<file path="src/rtl/sync_div_pkg.sv">
package sync_div_pkg;

  // Decoded configuration held by the control register file
  typedef struct packed {
    logic masterEn;
    logic divSyncEn;
    logic nextOnly;
    logic edgeMode;
    logic risingSel;
  } syncCfg_t;

  // Strobes passed from control to the divider datapath
  typedef struct packed {
    logic realign;
  } divStrobe_t;

endpackage

</file>
<file path="src/rtl/sync_div_ctrl.sv">
module sync_div_ctrl
  import sync_div_pkg::*;
#(
  parameter int unsigned ADDR_W      = 8,
  parameter int unsigned DATA_W      = 8,
  parameter int unsigned CTRL_ADDR   = 'h3A,
  parameter int unsigned PIN_ADDR    = 'h59,
  parameter int unsigned SYNC_STAGES = 2
) (
  input  logic              clk,
  input  logic              rstN,
  input  logic [ADDR_W-1:0] regAddr,
  input  logic [DATA_W-1:0] regWrData,
  input  logic              regWrEn,
  output logic [DATA_W-1:0] regRdData,
  input  logic              syncIn,
  output syncCfg_t          cfgOut,
  output divStrobe_t        strobeOut
);

  localparam logic [ADDR_W-1:0] CTRL_SEL = ADDR_W'(CTRL_ADDR);
  localparam logic [ADDR_W-1:0] PIN_SEL  = ADDR_W'(PIN_ADDR);
  localparam int unsigned       LAST     = SYNC_STAGES - 1;

  logic [SYNC_STAGES-1:0] syncChain;
  logic                   syncNow;
  logic                   syncPrev;
  logic                   qualHit;
  logic                   realignNow;
  logic                   ctrlWrite;
  logic                   pinWrite;
  syncCfg_t               cfgQ;

  // Multi-flop synchronizer for the asynchronous alignment input
  for (genvar i = 0; i < SYNC_STAGES; i++) begin : g_stage
    if (i == 0) begin : g_first
      always_ff @(posedge clk) begin
        if (!rstN) syncChain[0] <= 1'b0;
        else       syncChain[0] <= syncIn;
      end
    end else begin : g_next
      always_ff @(posedge clk) begin
        if (!rstN) syncChain[i] <= 1'b0;
        else       syncChain[i] <= syncChain[i-1];
      end
    end
  end

  assign syncNow = syncChain[LAST];

  always_ff @(posedge clk) begin
    if (!rstN) syncPrev <= 1'b0;
    else       syncPrev <= syncNow;
  end

  // Qualification: level, rising or falling edge
  always_comb begin
    if (!cfgQ.edgeMode)      qualHit = syncNow;
    else if (cfgQ.risingSel) qualHit = syncNow & ~syncPrev;
    else                     qualHit = ~syncNow & syncPrev;
  end

  assign realignNow = cfgQ.masterEn & cfgQ.divSyncEn & qualHit;
  assign ctrlWrite  = regWrEn && (regAddr == CTRL_SEL);
  assign pinWrite   = regWrEn && (regAddr == PIN_SEL);

  // Register file; a write beats the one-shot self-clear
  always_ff @(posedge clk) begin
    if (!rstN) begin
      cfgQ <= '0;
    end else begin
      if (ctrlWrite) begin
        cfgQ.masterEn  <= regWrData[0];
        cfgQ.divSyncEn <= regWrData[1];
        cfgQ.nextOnly  <= regWrData[2];
      end else if (realignNow && cfgQ.nextOnly) begin
        cfgQ.divSyncEn <= 1'b0;
      end
      if (pinWrite) begin
        cfgQ.risingSel <= regWrData[0];
        cfgQ.edgeMode  <= regWrData[1];
      end
    end
  end

  always_comb begin
    regRdData = '0;
    if (regAddr == CTRL_SEL)
      regRdData = DATA_W'({cfgQ.nextOnly, cfgQ.divSyncEn, cfgQ.masterEn});
    else if (regAddr == PIN_SEL)
      regRdData = DATA_W'({cfgQ.edgeMode, cfgQ.risingSel});
  end

  assign cfgOut            = cfgQ;
  assign strobeOut.realign = realignNow;

endmodule

</file>
<file path="src/rtl/sync_div_counter.sv">
module sync_div_counter
  import sync_div_pkg::*;
#(
  parameter int unsigned RATIO_W = 3
) (
  input  logic               clk,
  input  logic               rstN,
  input  logic [RATIO_W-1:0] divRatio,
  input  divStrobe_t         strobeIn,
  output logic               clkEn,
  output logic [RATIO_W-1:0] countOut
);

  logic [RATIO_W-1:0] countQ;

  always_ff @(posedge clk) begin
    if (!rstN)                  countQ <= '0;
    else if (strobeIn.realign)  countQ <= '0;
    else if (countQ >= divRatio) countQ <= '0;
    else                        countQ <= countQ + 1'b1;
  end

  assign clkEn    = (countQ == divRatio);
  assign countOut = countQ;

endmodule

</file>
<file path="src/rtl/sync_div_align.sv">
module sync_div_align
  import sync_div_pkg::*;
#(
  parameter int unsigned ADDR_W      = 8,
  parameter int unsigned DATA_W      = 8,
  parameter int unsigned RATIO_W     = 3,
  parameter int unsigned CTRL_ADDR   = 'h3A,
  parameter int unsigned PIN_ADDR    = 'h59,
  parameter int unsigned SYNC_STAGES = 2
) (
  input  logic               clk,
  input  logic               rstN,
  input  logic [ADDR_W-1:0]  regAddr,
  input  logic [DATA_W-1:0]  regWrData,
  input  logic               regWrEn,
  output logic [DATA_W-1:0]  regRdData,
  input  logic               syncIn,
  input  logic [RATIO_W-1:0] divRatio,
  output logic               clkEn
);

  syncCfg_t           cfgBus;
  divStrobe_t         strobeBus;
  logic [RATIO_W-1:0] countQ;

  sync_div_ctrl #(
    .ADDR_W(ADDR_W), .DATA_W(DATA_W), .CTRL_ADDR(CTRL_ADDR),
    .PIN_ADDR(PIN_ADDR), .SYNC_STAGES(SYNC_STAGES)
  ) u_ctrl (
    .clk(clk), .rstN(rstN), .regAddr(regAddr), .regWrData(regWrData),
    .regWrEn(regWrEn), .regRdData(regRdData), .syncIn(syncIn),
    .cfgOut(cfgBus), .strobeOut(strobeBus)
  );

  sync_div_counter #(.RATIO_W(RATIO_W)) u_div (
    .clk(clk), .rstN(rstN), .divRatio(divRatio), .strobeIn(strobeBus),
    .clkEn(clkEn), .countOut(countQ)
  );

endmodule

</file>
<file path="config.mk">
export PLATFORM = sky130hd
export DESIGN_NAME = sync_div_align
export DESIGN_NICKNAME = d
export VERILOG_FILES = /design/src/rtl/sync_div_pkg.sv /design/src/rtl/sync_div_ctrl.sv /design/src/rtl/sync_div_counter.sv /design/src/rtl/sync_div_align.sv
export SDC_FILE = /design/constraint.sdc
export NUM_CORES = 1
export LEC_CHECK = 0
export CAP_MARGIN = 20
export CORE_AREA = 5 5 42 44
export CTS_BUF_LIST = sky130_fd_sc_hd__clkbuf_8 sky130_fd_sc_hd__clkbuf_16
export DETAILED_ROUTE_END_ITERATION = 8
export DIE_AREA = 0 0 47 49
export DONT_BUFFER_PORTS = 1
export GPL_TIMING_DRIVEN = 0
export PLACE_DENSITY = 0.66
export SYNTH_ARGS = -nofsm -noshare
export SYNTH_HDL_FRONTEND = slang
export SYNTH_HIERARCHICAL = 1
export SYNTH_SLANG_ARGS = --single-unit
</file>
<file path="constraint.sdc">
create_clock -name clk -period 2.2 [get_ports clk]
set_clock_uncertainty 0.05 [all_clocks]
set_input_delay 0.22 -clock clk [delete_from_list [all_inputs] [get_ports clk]]
set_output_delay 0.22 -clock clk [all_outputs]
set_load 0.02 [all_outputs]
</file>
**Yosys cells after proc, flatten, opt, wreduce, memory -nomap -nowiden**

Cells that the tools add are included.

- Register bits: 11
- Latch bits: 0
- Memory bits (writable): 0
- Memory bits (read-only): 0
- Input port bits: 23
- Output and inout bits: 9
- Logic and storage cells: 32
- Memories: 0

- Add/sub/neg operators: 1
- Multiply operators: 0
- Div/mod/pow operators: 0
- Magnitude comparators: 1
- Equal/unequal tests: 3
- Shift-type cells: 0
- Muxes and demuxes: 6
- Bitwise gates (word level): 7
- Reductions and logical operators: 5

Operators with widths:

| operator | number |
|---|---|
| $eq A8 B6 Y1 const B | 1 |
| $eq A8 B7 Y1 const B | 1 |
| $mux W8 | 1 |
| $and A1 B1 Y1 | 4 |
| $mux W1 | 4 |
| $add A3 B1 Y3 const B | 1 |
| $eq A3 B3 Y1 | 1 |
| $ge A3 B3 Y1 | 1 |
| $logic_and A1 B1 Y1 | 3 |
| $not A1 Y1 | 3 |
| $reduce_or A3 Y1 | 1 |
| $mux W2 | 1 |
| $reduce_bool A2 Y1 | 1 |

**Logic depth before layout (Yosys ltp)**

- Depth after elaboration: 8
- Mapped depth: 7
- Depth with buffers taken out: 7

**By module**

Netlist, hierarchy kept.

Modules (own cells, without submodules):

| module | times used | cells each | area each (um^2) | seq. area each (um^2) |
|---|---|---|---|---|
| sync_div_ctrl | 1 | 47 | 444.2 | 160.2 |
| sync_div_counter | 1 | 21 | 176.4 | 60.1 |

**Worst setup path after synthesis**

Ideal clock, no wire load.

- Kind: register to output
- Start: register u_div.countQ[0] (netlist: u_div/countOut[0])
- End: output clkEn
- Data arrival time: 0.960 ns
- Required time: 1.930 ns
- Slack: 0.970 ns
- Cell stages (with the launch flop): 5
- Path buffers: 0
- Cell sequence: dfxtp_1 -> inv_1 -> ha_1 -> inv_1 -> nor2_1

- Longest elaborated chain between the ends: 1

Ends and longest elaborated chain:

| item | line | text |
|---|---|---|
| start, declared | sync_div_counter.sv:14 | `logic [RATIO_W-1:0] countQ;` |
| start signal, assigned | sync_div_counter.sv:20 | `else countQ <= countQ + 1'b1;` |
| $eq A3 B3 Y1 | sync_div_counter.sv:23 | `assign clkEn = (countQ == divRatio);` |
| end, declared | sync_div_align.sv:19 | `output logic clkEn` |

No other way between the ends.

**Worst setup path after layout**

Same ends and word-level chain as after synthesis.

==> results.md <==
* Pin count of the biggest net entering global routing at 11
* Worst EP arrival at 1260 ps
* Worst VDD drop at 0.3682 mV
* CTS Hold Bufs at 0
* Mean Syn Cell Area at 9.126 um2
* CTS Buffer Depth at 2
* Root buf cell: clkbuf_8
* Setup TNS at 0 ps
* # rows at 14
* Drt wl/cell at 12.18 um
* Pwr Density at 679.6 mW/mm2
* Fin crit share at 69.66%
* RSZ-0062 raised after global routing: false
* M2 GR Usage at 14.25%
* 1st-iter DRT viols at 4
* Maximum fanout along the worst path at 3
* CTS sink count at 11
* Number of setup buffers added after CTS at 0
* Simple-gate share of the synthesized area at 31.25%
* Req. time, crit path at 1930 ps
* DIE WIDTH at 47 um
* Critical path class: reg -> out
* DRC violations left at 0
* Largest family of logic cells by synthesized area: simple AND/OR/NAND/NOR gates
* Ys async rst share at 0%
* Min Tclk post-route at 1532 ps
* CP max stage cell: dfxtp_1
* Top cell type's share of synthesized area at 35.48%
* Vias in the first global route at 428
* Cells after Synth at 68
* Yosys Warn Count at 6
* Worst Setup SP: u_div/countOut[0]
* ANT nets after route at 0
* Synth Area in Compound Gates at 7.661%
* Reg clk slew, reported paths at 50 ps
* Area leader, netlist: dfxtp_1
* Ys flop type: dfxtp_1
* Fin. max-slew vios at 0
* Slowest stage delay, CP at 350 ps
* Area grow syn2layout at 12.90%
* Fraction of layout cells with a size suffix above 1 at 15.79%
* Die Y at 49 um
* Met1 Use GR at 14.48%
* Cts bufs inserted at 3
* DR vias at 468
* Critical R2R Launch: u_ctrl/cfgOut[0]
* Top-count cell post-synth: dfxtp_1
* Max Cap Viol at 0
* Busiest layer in global routing: met1
* CP top delay family: flip-flops
* Final net count at 104
* Fmax at 652.6 MHz
* Fillers at 156
* Footprint of the multi-input gates at 359.1 um2
* Sequential fraction of the synthesis area at 35.48%
* Worst path bufs/invs at 2
* EDFF count, synth at 0
* Leakage power at 0.3377 nW
* Mapped cell area at 620.6 um2
* First-pass GRT wire length at 1821 um
* Synth unique cells at 25
* Post-synthesis adder-cell area fraction at 8.065%
* CORE AREA at 0.001401 mm2
* Fin. Hold Viols at 0
* Initial Util at 44.29%
* I/O Pins at 32
* Gpl congestion at 0.6811
* GR Util All Layers at 11.10%
* Via density at 5.087
* Die area at 0.002303 mm2
* Final wirelength at 1121 um
* Synth top area cells: dfxtp_1 (35%), ha_1 (8.1%), mux2i_1 (6.5%)
* Outcome: finished clean
* Met3 Usage GRT at 4.059%
* Register area at 220.2 um2
* Crit path cell chain: inv_1, ha_1, inv_1, nor2_1
* Clock tree from TritonCTS: yes
* Setup violators final at 0
* Worst Min Path Start: rstN
* N_diodes at 0
* Tot Pwr at 0.4762 mW
* Most used cell, CP: inv_1
* Resized Gates After CTS at 0
* Depth of the CTS H-tree at 1
* Top post-synthesis cells by count: dfxtp_1 (11), nor2b_1 (6), buf_4 (5), inv_1 (5)
* Total grt overflow at 0
* Post-synthesis mux area share at 6.452%
* HP Class: in -> reg
* Initial antenna violation count at 0
* PortBufs at 0
* Post-synthesis register bit count at 11
* Worst skew pair latency at 230 ps
* Xor and xnor area share after synthesis at 1.411%
* Startpoint types: flip-flop
* Drt pass-1 iters at 2
* CP endpoint kind: output pin
## cells by family (layout without fill, tap and decap cells)
logic type / after synthesis / count (layout)
AOI/OAI and AO/OA: 7 / 7
xor gates and xnor gates: 1 / 1
adders and majority gates: 4 / 4
buffers and inverters: 10 / 14
DFF: 11 / 11
muxes: 4 / 4
other: 1 / 5
and+or+nand+nor: 30 / 30
## per-layer routing
layer	wire length, um	up-vias
li1	-	240
met1	464	198
met2	433	26
met3	184	4
met4	38	0
met5	0	-
## power by group
group / total, mW / internal [mW] / switching (mW)
clock network: 0.195 / 0.122 / 0.0730
logic: 0.0629 / 0.0287 / 0.0342
registers: 0.218 / 0.211 / 0.00704
total: 0.476 / 0.362 / 0.114
## final timing paths
kind | to | slack [ps] | cells after the start
hold / removal | u_ctrl/syncChain[0] | 50 | 1
hold reg to reg | u_ctrl/syncNow | 390 | 1
setup reg to reg | u_div/countOut[2] | 900 | 6
setup / recovery | clkEn | 670 | 4
## sequential cells by signal, indices dropped and copies added (netlist names)
| name | cells |
|---|---|
| u_ctrl/cfgOut | 5 |
| u_div/countOut | 3 |
| u_ctrl/syncChain | 1 |
| u_ctrl/syncNow | 1 |
| u_ctrl/syncPrev | 1 |
## per-stage QoR
step,setup slack [ps],util [%],hold WS [ps],cells,area [um2]
final,667.6,50.00,54.97,92,700.7
after global routing,593.7,50.00,49.82,92,700.7
after CTS,653.1,50.00,53.31,92,700.7
after detailed placement,905.4,46.79,297.0,88,655.6
after global placement,918.8,46.79,295.0,88,655.6
after floorplan,969.9,-,291.7,72,635.6
## layout make-up
type | instances | share of cell area [%]
clock buffer | 3 | 5.893
multi-input combinational | 51 | 51.25
clock inverter | 1 | 0.5357
tap | 16 | 2.857
buffer | 5 | 5.357
inverter | 5 | 2.679
sequential | 11 | 31.43
## placed cells by master, fill, tap and decap left out
master     n
a21boi_1   1
a21oi_1    2
a22oi_1    2
a41o_1     1
and2_1     2
and2_2     1
and3_1     1
and3_2     1
and4bb_1   3
and4bb_2   1
buf_4      5
clkbuf_8   3
conb_1     5
dfxtp_1   11
ha_1       4
inv_1      6
mux2i_1    4
nand2_1    4
nand3_1    3
nand3_2    1
nor2_1     4
nor2b_1    6
nor3_1     2
nor3b_1    1
o21ai_1    1
xnor2_1    1
(Power assumes the default switching activity.)
